`src/rtl/ldm_pkg.sv`:
```
package ldm_pkg;
  typedef enum logic [1:0] {
    ST_IDLE  = 2'd0,
    ST_ARM   = 2'd1,
    ST_PROBE = 2'd2,
    ST_FIN   = 2'd3
  } ldm_state_t;
endpackage

```
`src/rtl/ldm_seq.sv`:
```
module ldm_seq #(
  parameter int TMO_W = 16,
  parameter int SEL_W = 2,
  parameter int ACC_W = TMO_W + (1 << SEL_W) - 1
) (
  input  logic             clk,
  input  logic             rst,
  input  logic             start,
  input  logic [SEL_W-1:0] rep_log2,
  input  logic [TMO_W-1:0] timeout_lim,
  input  logic             rx_valid,
  output logic             probe_req,
  output logic             fin,
  output logic [ACC_W-1:0] acc,
  output logic [SEL_W-1:0] sel_q,
  output logic             err
);
  import ldm_pkg::*;

  localparam int REP_W = (1 << SEL_W);

  ldm_state_t       state;
  logic [TMO_W-1:0] cnt;
  logic [TMO_W-1:0] lim_q;
  logic [REP_W-1:0] rep;
  logic [TMO_W:0]   cnt_nx;
  logic [REP_W-1:0] rep_nx;
  logic [REP_W-1:0] rep_tot;

  always_comb begin
    cnt_nx  = (TMO_W+1)'(cnt) + (TMO_W+1)'(1);
    rep_nx  = rep + REP_W'(1);
    rep_tot = REP_W'(1) << sel_q;
  end

  assign fin = (state == ST_FIN);

  always_ff @(posedge clk) begin
    if (rst) begin
      state     <= ST_IDLE;
      probe_req <= 1'b0;
      cnt       <= '0;
      lim_q     <= '0;
      rep       <= '0;
      acc       <= '0;
      sel_q     <= '0;
      err       <= 1'b0;
    end else begin
      probe_req <= 1'b0;
      case (state)
        ST_IDLE: begin
          if (start) begin
            state <= ST_ARM;
            err   <= 1'b0;
            acc   <= '0;
            rep   <= '0;
            sel_q <= rep_log2;
            lim_q <= timeout_lim;
          end
        end
        ST_ARM: begin
          if (!rx_valid) begin
            probe_req <= 1'b1;
            cnt       <= '0;
            state     <= ST_PROBE;
          end
        end
        ST_PROBE: begin
          if (rx_valid) begin
            acc <= acc + ACC_W'(cnt_nx);
            rep <= rep_nx;
            state <= (rep_nx == rep_tot) ? ST_FIN : ST_ARM;
          end else if (cnt_nx >= (TMO_W+1)'(lim_q)) begin
            err   <= 1'b1;
            state <= ST_IDLE;
          end else begin
            cnt <= cnt_nx[TMO_W-1:0];
          end
        end
        default: state <= ST_IDLE;
      endcase
    end
  end
endmodule

```
`src/rtl/ldm_scale.sv`:
```
module ldm_scale #(
  parameter int ACC_W  = 19,
  parameter int SEL_W  = 2,
  parameter int FRAC_W = 4,
  parameter int DLY_W  = 28
) (
  input  logic             clk,
  input  logic             rst,
  input  logic             fin,
  input  logic [ACC_W-1:0] acc,
  input  logic [SEL_W-1:0] sel_q,
  output logic [DLY_W-1:0] own_delay,
  output logic             done
);
  localparam int EXT_W = ACC_W + FRAC_W;

  logic [EXT_W-1:0] ext;
  logic [EXT_W-1:0] shifted;
  logic [SEL_W:0]   sh_amt;
  logic [DLY_W-1:0] scaled;

  always_comb begin
    ext     = {acc, {FRAC_W{1'b0}}};
    sh_amt  = (SEL_W+1)'(sel_q) + (SEL_W+1)'(1);
    shifted = ext >> sh_amt;
  end

  generate
    if (EXT_W >= DLY_W) begin : g_trunc
      assign scaled = shifted[DLY_W-1:0];
    end else begin : g_ext
      assign scaled = {{(DLY_W-EXT_W){1'b0}}, shifted};
    end
  endgenerate

  always_ff @(posedge clk) begin
    if (rst) begin
      own_delay <= '0;
      done      <= 1'b0;
    end else begin
      done <= fin;
      if (fin) own_delay <= scaled;
    end
  end
endmodule

```
`src/rtl/ldm_fwd.sv`:
```
module ldm_fwd #(
  parameter int DLY_W = 28
) (
  input  logic             clk,
  input  logic             rst,
  input  logic [DLY_W-1:0] up_delay,
  input  logic             up_vld,
  input  logic [DLY_W-1:0] own_delay,
  input  logic             own_new,
  output logic [DLY_W-1:0] fwd_delay,
  output logic             fwd_vld
);
  logic             has_up;
  logic             has_own;
  logic [DLY_W-1:0] up_q;
  logic             fire;
  logic [DLY_W:0]   sum;
  logic [DLY_W-1:0] sat;

  always_comb begin
    fire = has_up & has_own;
    sum  = {1'b0, up_q} + {1'b0, own_delay};
    sat  = sum[DLY_W] ? {DLY_W{1'b1}} : sum[DLY_W-1:0];
  end

  always_ff @(posedge clk) begin
    if (rst) begin
      has_up    <= 1'b0;
      has_own   <= 1'b0;
      up_q      <= '0;
      fwd_delay <= '0;
      fwd_vld   <= 1'b0;
    end else begin
      fwd_vld <= fire;
      if (fire) fwd_delay <= sat;
      has_up  <= (has_up & ~fire) | up_vld;
      has_own <= (has_own & ~fire) | own_new;
      if (up_vld) up_q <= up_delay;
    end
  end
endmodule

```
`src/rtl/link_delay_meter.sv`:
```
module link_delay_meter #(
  parameter int WHOLE_W = 24,
  parameter int FRAC_W  = 4,
  parameter int TMO_W   = 16,
  parameter int SEL_W   = 2,
  localparam int DLY_W  = WHOLE_W + FRAC_W,
  localparam int ACC_W  = TMO_W + (1 << SEL_W) - 1
) (
  input  logic             clk,
  input  logic             rst,
  input  logic             start,
  input  logic [SEL_W-1:0] rep_log2,
  input  logic [TMO_W-1:0] timeout_lim,
  input  logic             rx_valid,
  output logic             probe_req,
  input  logic [DLY_W-1:0] up_delay,
  input  logic             up_vld,
  output logic [DLY_W-1:0] own_delay,
  output logic             done,
  output logic             err,
  output logic [DLY_W-1:0] fwd_delay,
  output logic             fwd_vld
);
  logic             fin;
  logic [ACC_W-1:0] acc;
  logic [SEL_W-1:0] sel_q;

  ldm_seq #(.TMO_W(TMO_W), .SEL_W(SEL_W), .ACC_W(ACC_W)) u_seq (
    .clk(clk), .rst(rst), .start(start), .rep_log2(rep_log2),
    .timeout_lim(timeout_lim), .rx_valid(rx_valid), .probe_req(probe_req),
    .fin(fin), .acc(acc), .sel_q(sel_q), .err(err)
  );

  ldm_scale #(.ACC_W(ACC_W), .SEL_W(SEL_W), .FRAC_W(FRAC_W), .DLY_W(DLY_W)) u_scale (
    .clk(clk), .rst(rst), .fin(fin), .acc(acc), .sel_q(sel_q),
    .own_delay(own_delay), .done(done)
  );

  ldm_fwd #(.DLY_W(DLY_W)) u_fwd (
    .clk(clk), .rst(rst), .up_delay(up_delay), .up_vld(up_vld),
    .own_delay(own_delay), .own_new(fin),
    .fwd_delay(fwd_delay), .fwd_vld(fwd_vld)
  );
endmodule

```
`config.mk`:
```
export PLATFORM = sky130hd
export DESIGN_NAME = link_delay_meter
export DESIGN_NICKNAME = d
export VERILOG_FILES = /design/src/rtl/ldm_pkg.sv /design/src/rtl/ldm_seq.sv /design/src/rtl/ldm_scale.sv /design/src/rtl/ldm_fwd.sv /design/src/rtl/link_delay_meter.sv
export SDC_FILE = /design/constraint.sdc
export NUM_CORES = 1
export LEC_CHECK = 0
export CAP_MARGIN = 20
export CORE_MARGIN = 2
export CORE_UTILIZATION = 45
export DETAILED_ROUTE_END_ITERATION = 6
export PLACE_DENSITY_LB_ADDON = 0.12
export SLEW_MARGIN = 20
export SYNTH_ARGS = -nofsm -noshare
export SYNTH_HDL_FRONTEND = slang
export SYNTH_SLANG_ARGS = --single-unit
export TNS_END_PERCENT = 10
```
`constraint.sdc`:
```
create_clock -name clk -period 3.5 [get_ports clk]
set_input_delay 0.525 -clock clk [delete_from_list [all_inputs] [get_ports clk]]
set_output_delay 0.525 -clock clk [all_outputs]
set_load 0.03 [all_outputs]
```
**Word-level counts from Yosys, hierarchy flattened**

Index checks and enable logic that the tools add are counted.

- Bitwise logic cells: 7
- Add/subtract/negate cells: 5
- Shift-type cells: 2
- Muxes and demuxes: 22
- Magnitude comparators: 1
- Reductions and logical operators: 9
- Eq/ne operators: 11

Operators with widths:

| operator | number |
|---|---|
| $mux W16 | 3 |
| $mux W19 | 2 |
| $pmux W19 S2 | 1 |
| $pmux W16 S2 | 1 |
| $add A28 B23 Y29 | 1 |
| $mux W28 | 1 |
| $shr A23 B3 Y23 | 1 |
| $add A19 B17 Y19 | 1 |
| $add A16 B1 Y17 const B | 1 |
| $ge A17 B16 Y1 | 1 |
| $mux W2 | 5 |
| $ne A2 B2 Y1 const B | 5 |
| $mux W4 | 2 |
| $pmux W4 S2 | 1 |
| $reduce_and A4 Y1 | 2 |
| $pmux W2 S3 | 1 |
| $reduce_and A3 Y1 | 2 |
| $add A4 B1 Y4 const B | 1 |
| $eq A2 B2 Y1 const B | 2 |
| $eq A4 B4 Y1 | 1 |
| $mux W1 | 4 |
| $reduce_bool A2 Y1 | 2 |
| $shl A1 B2 Y4 const A | 1 |
| $add A2 B1 Y3 const B | 1 |
| 10 further kinds | 14 |

- Register bits after elaboration: 144

**Logic depth before layout (Yosys ltp)**

Gate-level depths: netlist of the first run.

- Word-level depth: 5
- Mapped depth: 17
- Depth with buffers taken out: 16

**Hierarchy**

A second synthesis of the first run with hierarchy kept.

- Cell total of the unflattened synthesis: 1054
- Area total of the unflattened synthesis: 8738.4 um^2

Modules (own cells, without submodules):

| module | seq. area each (um^2) | area each (um^2) | cells an instance | times used |
|---|---|---|---|---|
| ldm_seq | 1221.2 | 3865.0 | 501 | 1 |
| ldm_fwd | 1181.1 | 3543.4 | 408 | 1 |
| ldm_scale | 460.4 | 1330.0 | 145 | 1 |

**Worst setup path before layout of the first run**

OpenSTA, ideal clock, no wires.

- Path kind: register to register
- Start point: register u_seq.cnt[0]
- End point: register u_seq.cnt[5]
- Data arrival time: 3.406 ns
- Period minus slack after synthesis: 3.523 ns
- Library setup time: 0.117 ns
- Buffers on the path: 1
- Stages on the path, launching flop included: 18
- Slack: -0.023 ns
- Required time: 3.383 ns
- Path through: dfxtp_1 -> ha_1 -> and3_1 -> nand3_1 -> nor3_1 -> and3_1 -> nand3_1 -> xnor2_1 -> ha_1 -> nand4_1 -> nor4_1 -> a211o_1 -> nor2_1 -> nand2_1 -> o221ai_1 -> clkbuf_1 -> o21ai_0 -> a32o_1

- Cells in the longest elaborated chain, start to end: 4
- Elaborated cells between the ends (all ways): 7
- Classes of those cells: add/sub: 1; order compare: 1; eq/ne: 1; mux: 3; reduce/logical: 1

RTL lines:

| what | RTL line | RTL |
|---|---|---|
| start, declared | ldm_seq.sv:23 | `logic [TMO_W-1:0] cnt;` |
| start signal, assigned | ldm_seq.sv:77 | `cnt <= cnt_nx[TMO_W-1:0];` |
| $add A16 B1 Y17 * | ldm_seq.sv:31 | `cnt_nx = (TMO_W+1)'(cnt) + (TMO_W+1)'(1);` |
| $ge A17 B16 Y1 or $mux W16 (tied branches) | ldm_seq.sv:73 | `end else if (cnt_nx >= (TMO_W+1)'(lim_q)) begin` |
| $ne A2 B2 Y1 (no source line) or $mux W16 (tied branches) | - |  |
| $reduce_and A4 Y1 (no source line) or $pmux W16 S2 (tied branches) | - |  |

Mark *: on every way between the ends. The rest lies on a longest branch, timed or not. The select of a mux whose other input is x is not followed.
A chain may end at the register's enable or synchronous reset.

**Worst setup path after layout of the first run**

- Start point: register u_seq.cnt[0]
- End point: register u_seq.cnt[10]

Same word-level chain as after synthesis.

==> results of run 1 <==
-- how the worst max path moves through the flow --
| stage | to | from | cells past startpoint | slack (ps) |
|---|---|---|---|---|
| floorplan | u_seq.cnt[5] | u_seq.cnt[0] | 17 | 60 |
| global placement | u_seq.cnt[5] | u_seq.cnt[0] | 18 | 110 |
| detailed placement | u_seq.cnt[15] | u_seq.cnt[0] | 18 | 20 |
| CTS | u_seq.cnt[15] | u_seq.cnt[0] | 18 | 4 |
| global route | u_seq.cnt[10] | u_seq.cnt[3] | 17 | -70 |
| finish | u_seq.cnt[10] | u_seq.cnt[0] | 18 | 140 |
-- per-stage QoR --
stage,worst slack [ps],total power [W],hold WS [ps],instance area [µm²]
2_1_floorplan,57.7,0.00197,436,8190
3_3_place_gp,107,0.00210,442,9510
4_1_cts,3.82,0.00393,428,10100
6_report,135,0.00390,452,10200
3_5_place_dp,22.6,0.00210,447,9510
5_1_grt,-73.9,0.00404,456,10200
-- registers in the layout, indices dropped and copies added, names as in the netlist --
name and flops:
u_fwd.fwd_delay 28, u_fwd.fwd_vld 1, u_fwd.has_own 1, u_fwd.has_up 1, u_fwd.up_q 28, u_scale.done 1
u_scale.own_delay 22, u_seq.acc 19, u_seq.cnt 16, u_seq.err 1, u_seq.lim_q 16, u_seq.probe_req 1
u_seq.rep 4, u_seq.sel_q 2, u_seq.state 2
-- cell usage after synthesis (all sizes together), types with 4 or more instances --
cell type / count
xnor2: 21
o21ai: 65
o21a: 14
a211oi: 9
and2: 8
a22o: 8
nand3: 36
a21o: 8
o21bai: 5
a21oi: 107
xor2: 30
nor2b: 11
or2: 6
ha: 57
nor4: 5
o31ai: 4
nor3b: 8
nand2b: 8
nand2: 113
nor2: 85
nand4: 6
mux2i: 47
a32o: 10
a211o: 4
clkbuf: 38
a22oi: 5
inv: 45
nor3: 21
a31oi: 9
or3: 6
dfxtp: 143
and3: 13
buf: 15
-- area by class of cell --
type                       instances  area [µm²]
tap                              229         287
multi-input combinational        760        5010
inverter                          45         169
clock buffer                      17         425
timing repair buffer             137        1300
clock inverter                    15         163
sequential                       143        2870
fill                            1686        7680
-- kinds of logic (layout without fill, tap and decap cells) --
family / after synthesis / after routing / synth area share, %
flip-flops: 143 / 143 / 35.0
adder cells (fa/ha/maj): 59 / 59 / 9.22
multiplexers: 48 / 48 / 5.90
other: 1 / 6 / 0.0459
AND/OR/NAND/NOR: 331 / 331 / 18.8
AO/OA/AOI/OAI: 265 / 265 / 20.5
buffers and inverters: 98 / 214 / 4.98
XOR/XNOR: 51 / 51 / 5.47
-- critical path, cell delays in order (launching register included) --
cell                       delay (ps)
sky130_fd_sc_hd__dfxtp_4          370
sky130_fd_sc_hd__ha_4             130
sky130_fd_sc_hd__and3_1           170
sky130_fd_sc_hd__nand3_2           90
sky130_fd_sc_hd__nor3_2           230
sky130_fd_sc_hd__and3_4           260
sky130_fd_sc_hd__nand3_4           80
sky130_fd_sc_hd__xnor2_2          170
sky130_fd_sc_hd__ha_1             330
sky130_fd_sc_hd__nand4_1          100
sky130_fd_sc_hd__nor4_2            40
sky130_fd_sc_hd__a211o_1          240
sky130_fd_sc_hd__nor2_1            90
sky130_fd_sc_hd__nand2_1           80
sky130_fd_sc_hd__o221ai_2         250
sky130_fd_sc_hd__buf_6            170
sky130_fd_sc_hd__buf_4            110
sky130_fd_sc_hd__o21ai_0           60
sky130_fd_sc_hd__a32o_1           250
-- power by group through the flow --
stage | clock network [W] | registers (W) | logic, W
after floorplan | 0 | 0.00173 | 0.000235
after global placement | 0 | 0.00173 | 0.000367
after detailed placement | 0 | 0.00173 | 0.000370
after CTS | 0.00187 | 0.00169 | 0.000371
after global routing | 0.00192 | 0.00170 | 0.000421
final | 0.00183 | 0.00169 | 0.000379
-- what timing repair did --
action                                  CTS  global route
hold endpoints to repair                  0             0
buffers inserted                          0             3
endpoints found under the setup margin    0            19
gates resized for setup                   0            21
-- routing by layer --
metal / share of wire [%] / GRT usage (%) / vias up / wire, µm
li1: - / - / 3731 / -
met1: 46 / 26.6 / 3333 / 9600
met2: 49 / 37.8 / 158 / 10100
met3: 3.8 / 3.69 / 33 / 782
met4: 1.6 / 6.33 / 0 / 342
met5: 0 / 0 / - / 0
==> results by stage, run 1 <==
STA:
- On the final layout, the worst clock skew is 9.15 ps.
- For the final routed database, the setup TNS stands at 0 ps.
- The time the final worst path needs with I/O delays and setup is 3360 ps.
- Dividing the final minimum period by the clock period gives 96.1%.
- In this run the tightest slew margin relative to its limit is 35.0%.
- The total of endpoints with negative setup slack in the final report is 0.
- The highest attainable clock frequency is 0.297 GHz.
- The count of pins over their slew limit is 0.
- The number of failing hold endpoints at the final stage is 0.
- For the pin with the worst max-slew slack, the measured transition is 975 ps.

Global route:
- The total global routing overflow is 0.
- The pin count of the biggest net entering global routing is 86.
- The global-route wire length before repair is 33700 µm.
- The number of global-route vias before repair was 6803.
- The overall fraction of global-route tracks in use is 21.3%.
- The number of antenna violations at the first check in global routing is 0.

Pwr:
- Of the total power, the share spent switching nets is 27.0%.
- The share of total power dissipated in the clock network is 46.8%.
- Of the total power, registers draw 43.4%.
- IR analysis of the VDD net gives a maximum drop of 0.348 mV.
- The combinational power share is 9.7%.
- The internal power contribution is 0.00285 W.
- In this run the power spent charging and discharging nets is 0.00105 W.
- Power spread over the standard cell area amounts to 381 nW/µm².
- The leakage power is 4.22 nW.

Floorplanning:
- The initial core utilization is 45.6%.
- The floorplan row count is 49.
- From bottom edge to top edge, the die measures 139 µm.
- The floorplan die area is 19200 µm².
- The standard cell core area is 17900 µm².
- During I/O placement, the number of pins put on the boundary was 111.
- Measured along the x axis, the die boundary spans 139 µm.

CTS:
- Clock latency on the worst-skew pair, taken at its later pin, is 430 ps.
- The tree built by TritonCTS fans out to 143 sinks.
- The maximum clock insertion buffer count is 2.
- The CTS tree is built.
- Clock-pin slew was measured on the worst setup and hold paths at 70 ps.
- The cell chosen for the clock root is sky130_fd_sc_hd__clkbuf_16.
- Buffers inserted to repair hold after CTS numbered 0.
- The H-tree was split into 4 levels.
- TritonCTS created 17 clock buffers.

Logic synthesis:
- Of the post-synthesis cell area, the dominant cell type holds 35.0%.
- By area the synthesized netlist is led by sky130_fd_sc_hd__dfxtp_1 35%, sky130_fd_sc_hd__ha_1 8.7%, sky130_fd_sc_hd__a21oi_1 6.4%.
- The share of synthesized area occupied by flip-flops and latches is 35.0%.
- For this run, the leading register cell type out of synthesis is sky130_fd_sc_hd__dfxtp_1.
- Each instance of the synthesized netlist takes up on average 8.20 µm².
- Synthesis produced a netlist whose cell count is 996.
- The number of synthesized flops with an enable pin is 0.
- The cell type contributing the most total cell area after synthesis is sky130_fd_sc_hd__dfxtp_1.
- The synthesized netlist contains 62 unique library cells.
- Counting flops and latches in the post-synthesis netlist gives 143.
- The number of warnings printed during yosys synthesis is 0.
- The netlist area before placement is 8170 µm².
- After synthesis, the share of flip-flops with an asynchronous set or reset is 0%.

Worst setup path:
- The worst setup slack for register-to-register paths is 140 ps.
- The biggest fanout along the worst timing path is 6.
- The capturing point of the worst reg2reg path is u_seq.cnt[10].
- The nature of the critical path startpoint is a flop.
- For the worst setup path, the data required time is 3810 ps.
- At the worst endpoint, the arrival time is 3680 ps.
- For the worst flop-to-flop path, the logic depth is 18.
- The kind of end point of the critical path is a flop.
- The critical path is of the reg2reg type.
- The startpoint identified for the worst register-to-register timing path is u_seq.cnt[0].

Detailed routing:
- Using the TritonRoute via totals, the vias-per-cell ratio works out to 5.39.
- The iteration-0 DRC count of the detailed router is 321.
- The number of antenna-violating nets in the routed design is 0.
- After detailed routing, the total wire length is 20800 µm.
- The number of vias in the routed layout is 7255.
- The routed length per placed instance is 15.5 µm.
- The first detailed-routing pass took 5 iterations.
- After detailed routing, the number of remaining DRC violations is 0.

Worst hold path:
- Counting instances, the worst hold path has a depth of 2.
- The launch point of the worst hold path is rst.
- In this run the worst hold path is classified as in2reg.
- The path with the worst hold slack has its endpoint at u_seq.acc[1].

Placement:
- The number of I/O port buffers is 104.
- The number of placed instances, taps included, is 1310.
- The wire-length estimate of the detail-placed layout is 15300 µm.
- The final RePlAce weighted congestion is 0.851.

Cells and area:
- The post-synthesis to final-layout area growth is 25.2%.
- Leaving out fill and tap cells, the most frequent cell in the layout is sky130_fd_sc_hd__dfxtp_1.
- The library cells used most frequently in the layout, excluding fill and tap cells, are 141 x sky130_fd_sc_hd__dfxtp_1, 113 x sky130_fd_sc_hd__nand2_1, 105 x sky130_fd_sc_hd__a21oi_1, 102 x sky130_fd_sc_hd__clkdlybuf4s50_1, 83 x sky130_fd_sc_hd__nor2_1.
- In the final layout, the share of cells above drive strength 1 is 8.77%.
- The repair_antennas step left the layout with diodes totalling 0.
- The final core utilization is 57.1%.
- After the last flow step, the layout net total stands at 1214.
- For this run, the number of standard cells in the final layout without fillers is 1346.

Run status:
- The run finished with clean final reports.

Flow run:
- The tool flagged a number of max-cap violations equal to 0.
Power figures use the tool's default switching activity.
==> inputs of run 2 (changes only) <==
GPL_TIMING_DRIVEN = 0   (was unset)
==> run 2 against run 1 <==
Net effect: cell area increased by 2.4%; first-iteration DRC count grew 26%; critical endpoint is now u_seq.cnt[0]; maximum frequency shrank 2.8%; worst hold slack improved by 3.3 ps; die area unchanged; clock-buffer cell count up 3; largest power group unchanged; total power fell by 1.8%; critical path depth unchanged; core utilization rose by 1.3 points.
==> results by stage, run 2 (synthesis gave the netlist of run 1 again) <==
Run status:
- The flow ran to the end, and the final reports show no timing, DRC or antenna violations.

Worst setup path:
- The most critical setup path has its startpoint at u_seq.cnt[0].
- The kind of end point of the critical path is a flop.
- In this run the critical register-to-register path is launched from u_seq.cnt[0].
- The nature of the critical path startpoint is a flop.
- The type of the worst setup path is reg2reg.
- The data required time at the worst endpoint was 3800 ps (about the same).
- The biggest fanout along the worst timing path is 5 (-1).
- The data arrival at the endpoint of the critical path is 3760 ps (+80 ps).

Global route:
- The overall fraction of global-route tracks in use is 23.3% (+2.0 points).
- The global-route track usage on met2 is 40.5% (+2.7 points).
- The pin count of the biggest net entering global routing was 17 (-80%).
- The number of global-route vias before repair is 7087 (+4.2%).
- The layer flagged by global routing as most heavily used is met2.
- The global-route wire length before repair is 36100 µm (+7.0%).
- The number of antenna violations at the first check in global routing is 0 (unchanged).
- The routing usage on met3 is 5.01% (+1.3 points).
- The total global routing overflow was 0 (unchanged).
- The global routing usage on met1 came to 28.3% (+1.8 points).

STA:
- The count of pins over their slew limit is 0 (unchanged).
- The time the final worst path needs with I/O delays and setup is 3460 ps (+95.8 ps).
- The setup slack after layout is 39.7 ps (-95.8 ps).
- The number of failing hold endpoints at the final stage is 0 (unchanged).
- The transition time at the pin with the least slew margin is 804 ps (-172 ps).
- The post-route setup TNS is 0 ps (unchanged).
- The highest attainable clock frequency is 0.289 GHz (-2.8%).
- The total of endpoints with negative setup slack in the final report is 0 (unchanged).
- The max-slew headroom at the worst pin is 46.4% (+11 points).
- The final cycle utilization of the critical path came to 98.9% (+2.7 points).
- Setup repair after global routing could not meet its margin everywhere.
- The final clock skew is 12.1 ps (+2.93 ps).
- The tightest hold margin is 455 ps (+3.32 ps).

Floorplanning:
- The vertical die dimension is 139 µm (unchanged).
- The floorplan row count came to 49 (unchanged).
- The initial core utilization came to 45.6% (unchanged).
- The count of boundary I/O pins is 111 (unchanged).
- The standard cell core area is 17900 µm² (unchanged).
- The floorplan die area came to 19200 µm² (unchanged).
- The width of the die is 139 µm (unchanged).

Placement:
- The estimated wirelength of the detail-placed design came to 16900 µm (+11%).
- The setup slack at placement is -938 ps (-960 ps).
- The final RePlAce weighted congestion was 0.990 (+16%).
- The number of I/O port buffers came to 102 (-1.9%).
- The placed cell count is 1332 (+1.7%).

Detailed routing:
- The number of vias in the routed layout is 7423 (+2.3%).
- The total routed wirelength is 22700 µm (+9.1%).
- The total iterations of the first detailed-routing run is 5 (unchanged).
- The mean number of vias per cell is 5.38 (-0.28%).
- The routed length per placed instance is 16.5 µm (+6.4%).
- The detailed-route DRC error count is 0 (unchanged).
- The iteration-0 DRC count of the detailed router was 403 (+26%).
- The number of antenna-violating nets in the routed design is 0 (unchanged).

CTS:
- The later-pin clock latency in the skew report came to 430 ps (about the same).
- The number of buffers added by the clock tree synthesis step was 17 (unchanged).
- The total number of H-tree levels is 4 (unchanged).
- The CTS tree is built.
- The cell chosen for the clock root is sky130_fd_sc_hd__clkbuf_16.
- The maximum clock insertion buffer count is 2 (unchanged).
- The clock transition time at the flip-flop clock pins of the worst setup and hold paths is 60 ps (about the same).
- The number of sinks handled by clock tree synthesis is 143 (unchanged).

Cells and area:
- The post-layout net count was 1249 (+2.9%).
- The final core utilization is 58.5% (+1.3 points).
- The most common cell after layout, fill and taps aside is sky130_fd_sc_hd__dfxtp_1.
- The post-synthesis to final-layout area growth is 28.2%.
- The fill cell total of the finished layout is 1661 (-1.5%).
- The top cell types in the final layout, fill and taps aside, are 137 x sky130_fd_sc_hd__dfxtp_1, 113 x sky130_fd_sc_hd__nand2_1, 104 x sky130_fd_sc_hd__a21oi_1, 102 x sky130_fd_sc_hd__clkdlybuf4s50_1, 83 x sky130_fd_sc_hd__nor2_1.
- The fraction of final layout cells sized beyond drive strength 1 is 9.29% (+0.51 points).
- The largest registers in the layout are u_fwd.fwd_delay: 28 flops, u_fwd.up_q: 28 flops, u_scale.own_delay: 22 flops.
- The number of antenna diodes is 0 (unchanged).
- The non-filler instance count after layout was 1381 (+2.6%).

Pwr:
- The total power per unit cell area was 366 nW/µm² (-4.0%).
- The leakage power is 4.27 nW (+0.97%).
- The worst supply voltage drop on vdd came to 0.328 mV (-5.7%).

Worst hold path:
- In this run the most critical hold path is launched from u_seq.lim_q[10].
- The type of the most critical hold path is reg2reg.

Flow run:
- The reported max-cap violation count is 0 (unchanged).
## run 2: cell types whose count changed in the layout (fill, tap and decap cells not counted), moves of 4 or more
| cell | before | now |
|---|---|---|
| sky130_fd_sc_hd__dfxtp_1 | 141 | 137 |
| sky130_fd_sc_hd__clkbuf_1 | 0 | 38 |
| sky130_fd_sc_hd__dfxtp_2 | 1 | 5 |
| sky130_fd_sc_hd__buf_4 | 30 | 24 |
| sky130_fd_sc_hd__inv_8 | 5 | 0 |
| sky130_fd_sc_hd__inv_6 | 6 | 1 |
| sky130_fd_sc_hd__buf_1 | 0 | 6 |
## run 2: path summary, 6_finish.rpt
| kind | end | slack, ps | cells after the start |
|---|---|---|---|
| setup / recovery | u_seq.cnt[0] | 40 | 18 |
| hold / removal | u_seq.lim_q[10] | 460 | 2 |
| setup reg to reg | u_seq.cnt[0] | 40 | 18 |
| hold reg to reg | u_seq.lim_q[10] | 460 | 2 |
## run 2: power by group
part / total (W) / switching [W] / internal (W)
Clock: 0.00173 / 0.000730 / 0.000997
Sequential: 0.00169 / 0.0000255 / 0.00167
Combinational: 0.000410 / 0.000239 / 0.000171
Total: 0.00383 / 0.000995 / 0.00284
## run 2: routing by layer
| metal | share of wire, % | vias to the layer above |
|---|---|---|
| met5 | 0 | - |
| met4 | 3.6 | 0 |
| met3 | 4.9 | 39 |
| met2 | 48 | 189 |
| met1 | 44 | 3389 |
| li1 | - | 3806 |
## run 2: final cells by class
class	count	area [µm²]	area share, %
plain buffers	52	248	2.37
clock buffers	20	447	4.27
clock inverters	12	113	1.08
inverters	45	169	1.61
multi-input cells	760	5180	49.5
flip-flops and latches	143	2870	27.4
well taps	229	287	2.74
repair buffers	120	1160	11.0
## run 2: what timing repair did
| action | CTS | global route |
|---|---|---|
| hold buffers | 0 | 0 |
| gates cloned | 1 | 1 |
| setup buffers | 7 | 9 |
| pin swaps | 9 | 12 |
| setup endpoints to repair | 23 | 19 |
| gates resized for setup | 33 | 25 |
## run 2: critical path, cell delays in order, from the launching register on
cell and delay [ps]:
sky130_fd_sc_hd__dfxtp_4 380, sky130_fd_sc_hd__ha_4 140, sky130_fd_sc_hd__and3_4 190, sky130_fd_sc_hd__nand3_4 100, sky130_fd_sc_hd__nor3_4 210, sky130_fd_sc_hd__and3_4 270
sky130_fd_sc_hd__nand3_4 110, sky130_fd_sc_hd__xnor2_4 220, sky130_fd_sc_hd__ha_4 230, sky130_fd_sc_hd__nand4_1 100, sky130_fd_sc_hd__nor4_2 60, sky130_fd_sc_hd__a211o_1 340
sky130_fd_sc_hd__nor2_1 110, sky130_fd_sc_hd__nand2_1 100, sky130_fd_sc_hd__o221ai_4 250, sky130_fd_sc_hd__buf_6 170, sky130_fd_sc_hd__buf_4 110, sky130_fd_sc_hd__mux2i_1 180
sky130_fd_sc_hd__nor2_1 50
## run 2: per-stage QoR
stage | area [µm²] | power (W)
detailed placement | 9500 | 0.00211
floorplan | 8190 | 0.00197
global placement | 9500 | 0.00211
global route | 10500 | 0.00397
finish | 10500 | 0.00383
CTS | 10300 | 0.00384
==> inputs of run 3 (changes only) <==
PLACE_DENSITY = 0.7   (was unset)
PLACE_DENSITY_LB_ADDON = unset   (was 0.12)
==> run 3 against run 2 <==
Net effect: sequential power is essentially flat; maximum frequency fell by 0.18%; global-route usage is 0.38 points lower; critical path type unchanged; critical endpoint is now u_seq.cnt[5].
==> results by stage, run 3 (synthesis gave the netlist of run 1 again) <==
CTS:
- The clock transition time at the flip-flop clock pins of the worst setup and hold paths is 60 ps (about the same).
- The later-pin clock latency in the skew report is 430 ps (about the same).
- The cell chosen for the clock root is sky130_fd_sc_hd__clkbuf_16.
- The number of sinks handled by clock tree synthesis came to 143 (unchanged).
- The count of hold-fix buffers inserted at cts is 0 (unchanged).
- The total number of H-tree levels is 4 (unchanged).
- The number of buffers added by the clock tree synthesis step came to 17 (unchanged).
- TritonCTS built the clock tree.
- The maximum clock insertion buffer count is 2 (unchanged).

Global route:
- The global-route wire length before repair was 35600 µm (-1.3%).
- The number of antenna violations at the first check in global routing is 0 (unchanged).
- The pin count of the biggest net entering global routing came to 17 (unchanged).
- The number of global-route vias before repair was 7113 (+0.37%).
- The total global routing overflow came to 0 (unchanged).
- The overall fraction of global-route tracks in use is 22.9% (-0.38 points).

Flow run:
- The reported max-cap violation count came to 0 (unchanged).

Floorplanning:
- The initial core utilization was 45.6% (unchanged).
- The floorplan die area is 19200 µm² (unchanged).
- The count of boundary I/O pins is 111 (unchanged).
- The width of the die is 139 µm (unchanged).
- The floorplan row count is 49 (unchanged).
- The standard cell core area is 17900 µm² (unchanged).
- The vertical die dimension was 139 µm (unchanged).

Detailed routing:
- The number of antenna-violating nets in the routed design came to 0 (unchanged).
- The routed length per placed instance was 16.2 µm (-1.9%).
- The detailed-route DRC error count is 0 (unchanged).
- The iteration-0 DRC count of the detailed router came to 380 (-5.7%).
- The mean number of vias per cell came to 5.48 (+2.0%).
- The number of vias in the routed layout is 7552 (+1.7%).
- The total iterations of the first detailed-routing run is 6 (+1).
- The total routed wirelength is 22200 µm (-2.2%).

STA:
- The number of failing hold endpoints at the final stage came to 0 (unchanged).
- The final cycle utilization of the critical path is 99.0% (+0.18 points).
- The post-route setup TNS came to 0 ps (unchanged).
- The final clock skew came to 9.28 ps (-2.80 ps).
- The transition time at the pin with the least slew margin is 784 ps (-20.1 ps).
- The tightest hold margin is 454 ps (-1.13 ps).
- The count of pins over their slew limit is 0 (unchanged).
- The total of endpoints with negative setup slack in the final report is 0 (unchanged).
- The max-slew headroom at the worst pin is 47.8% (+1.3 points).
- Setup repair after global routing could not meet its margin everywhere.
- The highest attainable clock frequency is 0.288 GHz (-0.18%).
- The time the final worst path needs with I/O delays and setup is 3470 ps (+6.18 ps).

Worst setup path:
- The critical path is of the reg2reg type.
- The nature of the critical path startpoint is a flop.
- STA classifies the critical path endpoint as a flop.
- The worst setup slack for register-to-register paths came to 30 ps (about the same).
- The stage delay of the slowest cell on the critical path was 380 ps (about the same).
- The capturing point of the worst reg2reg path is u_seq.cnt[5].
- Traced cell by cell, the critical path runs through ha_4 -> and3_4 -> nand3_4 -> nor3_4 -> buf_4 -> xor2_2 -> ha_1 -> a21o_1 -> a21o_1 -> a21oi_1 -> nand2_1 -> nand3_1 -> a31oi_1 -> o221ai_4 -> buf_8 -> o21ai_1 -> a32o_1.
- On the critical path, the stage with the largest delay is an instance of sky130_fd_sc_hd__dfxtp_4.
- By instance count, the cell type seen most on the critical path is sky130_fd_sc_hd__a21o_1.
- The data arrival at the endpoint of the critical path is 3770 ps (about the same).
- The critical register-to-register path startpoint is u_seq.cnt[0].
- The number of cell instances on the worst register-to-register path is 17 (-1).
- The biggest fanout along the worst timing path is 5 (unchanged).
- The data required time at the worst endpoint came to 3810 ps (about the same).

Pwr:
- The leakage power was 4.27 nW (+0.13%).
- The proportion of power drawn by flip-flops and latches is 43.6% (-0.6 points).
- The clock network power share is 45.8% (+0.7 points).
- The total power per unit cell area is 372 nW/µm² (+1.7%).
- The internal power contribution is 0.00284 W (about the same).
- The fraction of power spent switching nets came to 26.8% (+0.87 points).
- The worst supply voltage drop on vdd is 0.355 mV (+8.1%).
- The combinational power share is 10.5% (-0.2 points).
- The total power of the final layout was 0.00388 W (+1.2%).
- The switching power is 0.00104 W (+4.6%).

Worst hold path:
- The number of stages on the worst hold path is 2 (unchanged).
- In this run the most critical hold path is launched from u_seq.lim_q[5].
- The worst hold path belongs to the class reg2reg.
- The worst min-delay path endpoint is u_seq.lim_q[5].

Cells and area:
- The non-filler instance count after layout is 1377 (-0.29%).
- The post-synthesis to final-layout area growth is 27.5%.
- The most common cell after layout, fill and taps aside is sky130_fd_sc_hd__dfxtp_1.
- In the layout the commonest cells are 137 x sky130_fd_sc_hd__dfxtp_1, 113 x sky130_fd_sc_hd__nand2_1, 105 x sky130_fd_sc_hd__a21oi_1, 102 x sky130_fd_sc_hd__clkdlybuf4s50_1, 83 x sky130_fd_sc_hd__nor2_1.
- The post-layout net count is 1245 (-0.32%).
- The number of antenna diodes came to 0 (unchanged).
- In the final layout, the registers with the most flip-flops are u_fwd.fwd_delay: 28 flops, u_fwd.up_q: 28 flops, u_scale.own_delay: 22 flops.
- The fraction of final layout cells sized beyond drive strength 1 is 8.71% (-0.58 points).

Placement:
- The placed cell count is 1332 (unchanged).
- The estimated wirelength of the detail-placed design is 16900 µm (-0.21%).
- The final RePlAce weighted congestion was 0.918 (-7.2%).
- The number of I/O port buffers was 102 (unchanged).

Run status:
- The flow ran to the end, and the final reports show no timing, DRC or antenna violations.
[run 3: cell count changes in the layout (fill, tap and decap cells not counted), sizes merged]
cell / delta
buf: -4
clkbuf: -3
clkinv: -1
clkinvlp: -3
inv: +7
[run 3: cell type report]
| cell class | instances | area (µm²) |
|---|---|---|
| inverter | 45 | 169 |
| buffer | 52 | 251 |
| sequential | 143 | 2880 |
| tap | 229 | 287 |
| clock buffer | 17 | 425 |
| fill | 1616 | 7490 |
| clock inverter | 15 | 149 |
| timing repair buffer | 116 | 1130 |
| multi-input combinational | 760 | 5120 |
[run 3: timing repair]
item                       CTS  global route
resized for setup           31            28
pin swaps                    6            17
setup endpoints to repair   22            18
gates cloned                 1             1
buffers inserted             7             5
[run 3: per-stage QoR]
stage                     setup slack (ps)  cell area (µm²)  util, %
after floorplan                       57.7             8190        -
after global placement                -794             9500     53.1
after detailed placement              -804             9500     53.1
after CTS                             11.9            10300     57.4
after global routing                 -93.6            10400     58.2
final                                 33.5            10400     58.2
[run 3: worst max-delay path by stage]
stage	startpoint	slack [ps]	end	depth (start not counted)
finish	u_seq.cnt[0]	30	u_seq.cnt[5]	17
detailed placement	u_seq.cnt[0]	-800	u_seq.cnt[11]	17
global route	u_seq.cnt[0]	-90	u_seq.cnt[3]	16
CTS	u_seq.cnt[0]	10	u_seq.cnt[5]	17
global placement	u_seq.cnt[0]	-790	u_seq.cnt[13]	17
floorplan	u_seq.cnt[0]	60	u_seq.cnt[5]	17
[run 3: worst max-delay path: cells and delay by family, from the launching register on]
kind,cells,cell delay [ps]
AO/OA/AOI/OAI,7,1300
AND/OR/NAND/NOR,5,710
adder cells (fa/ha/maj),2,430
flip-flops,1,380
buffers and inverters,2,320
XOR/XNOR,1,190
[run 3: power groups by stage]
stage               Clock [W]  Combinational (W)  Sequential [W]
floorplan                   0           0.000235         0.00173
global placement            0           0.000379         0.00173
detailed placement          0           0.000383         0.00173
CTS                   0.00180           0.000397         0.00169
global route          0.00188           0.000447         0.00170
finish                0.00178           0.000409         0.00169
[run 3: layer usage]
metal	share of wire (%)	track usage [%]	wire [µm]	vias to the layer above
li1	-	-	-	3783
met1	42	28.0	9420	3472
met2	49	40.1	10800	255
met3	6.8	5.63	1510	42
met4	2.2	6.86	479	0
met5	0	0	0	-
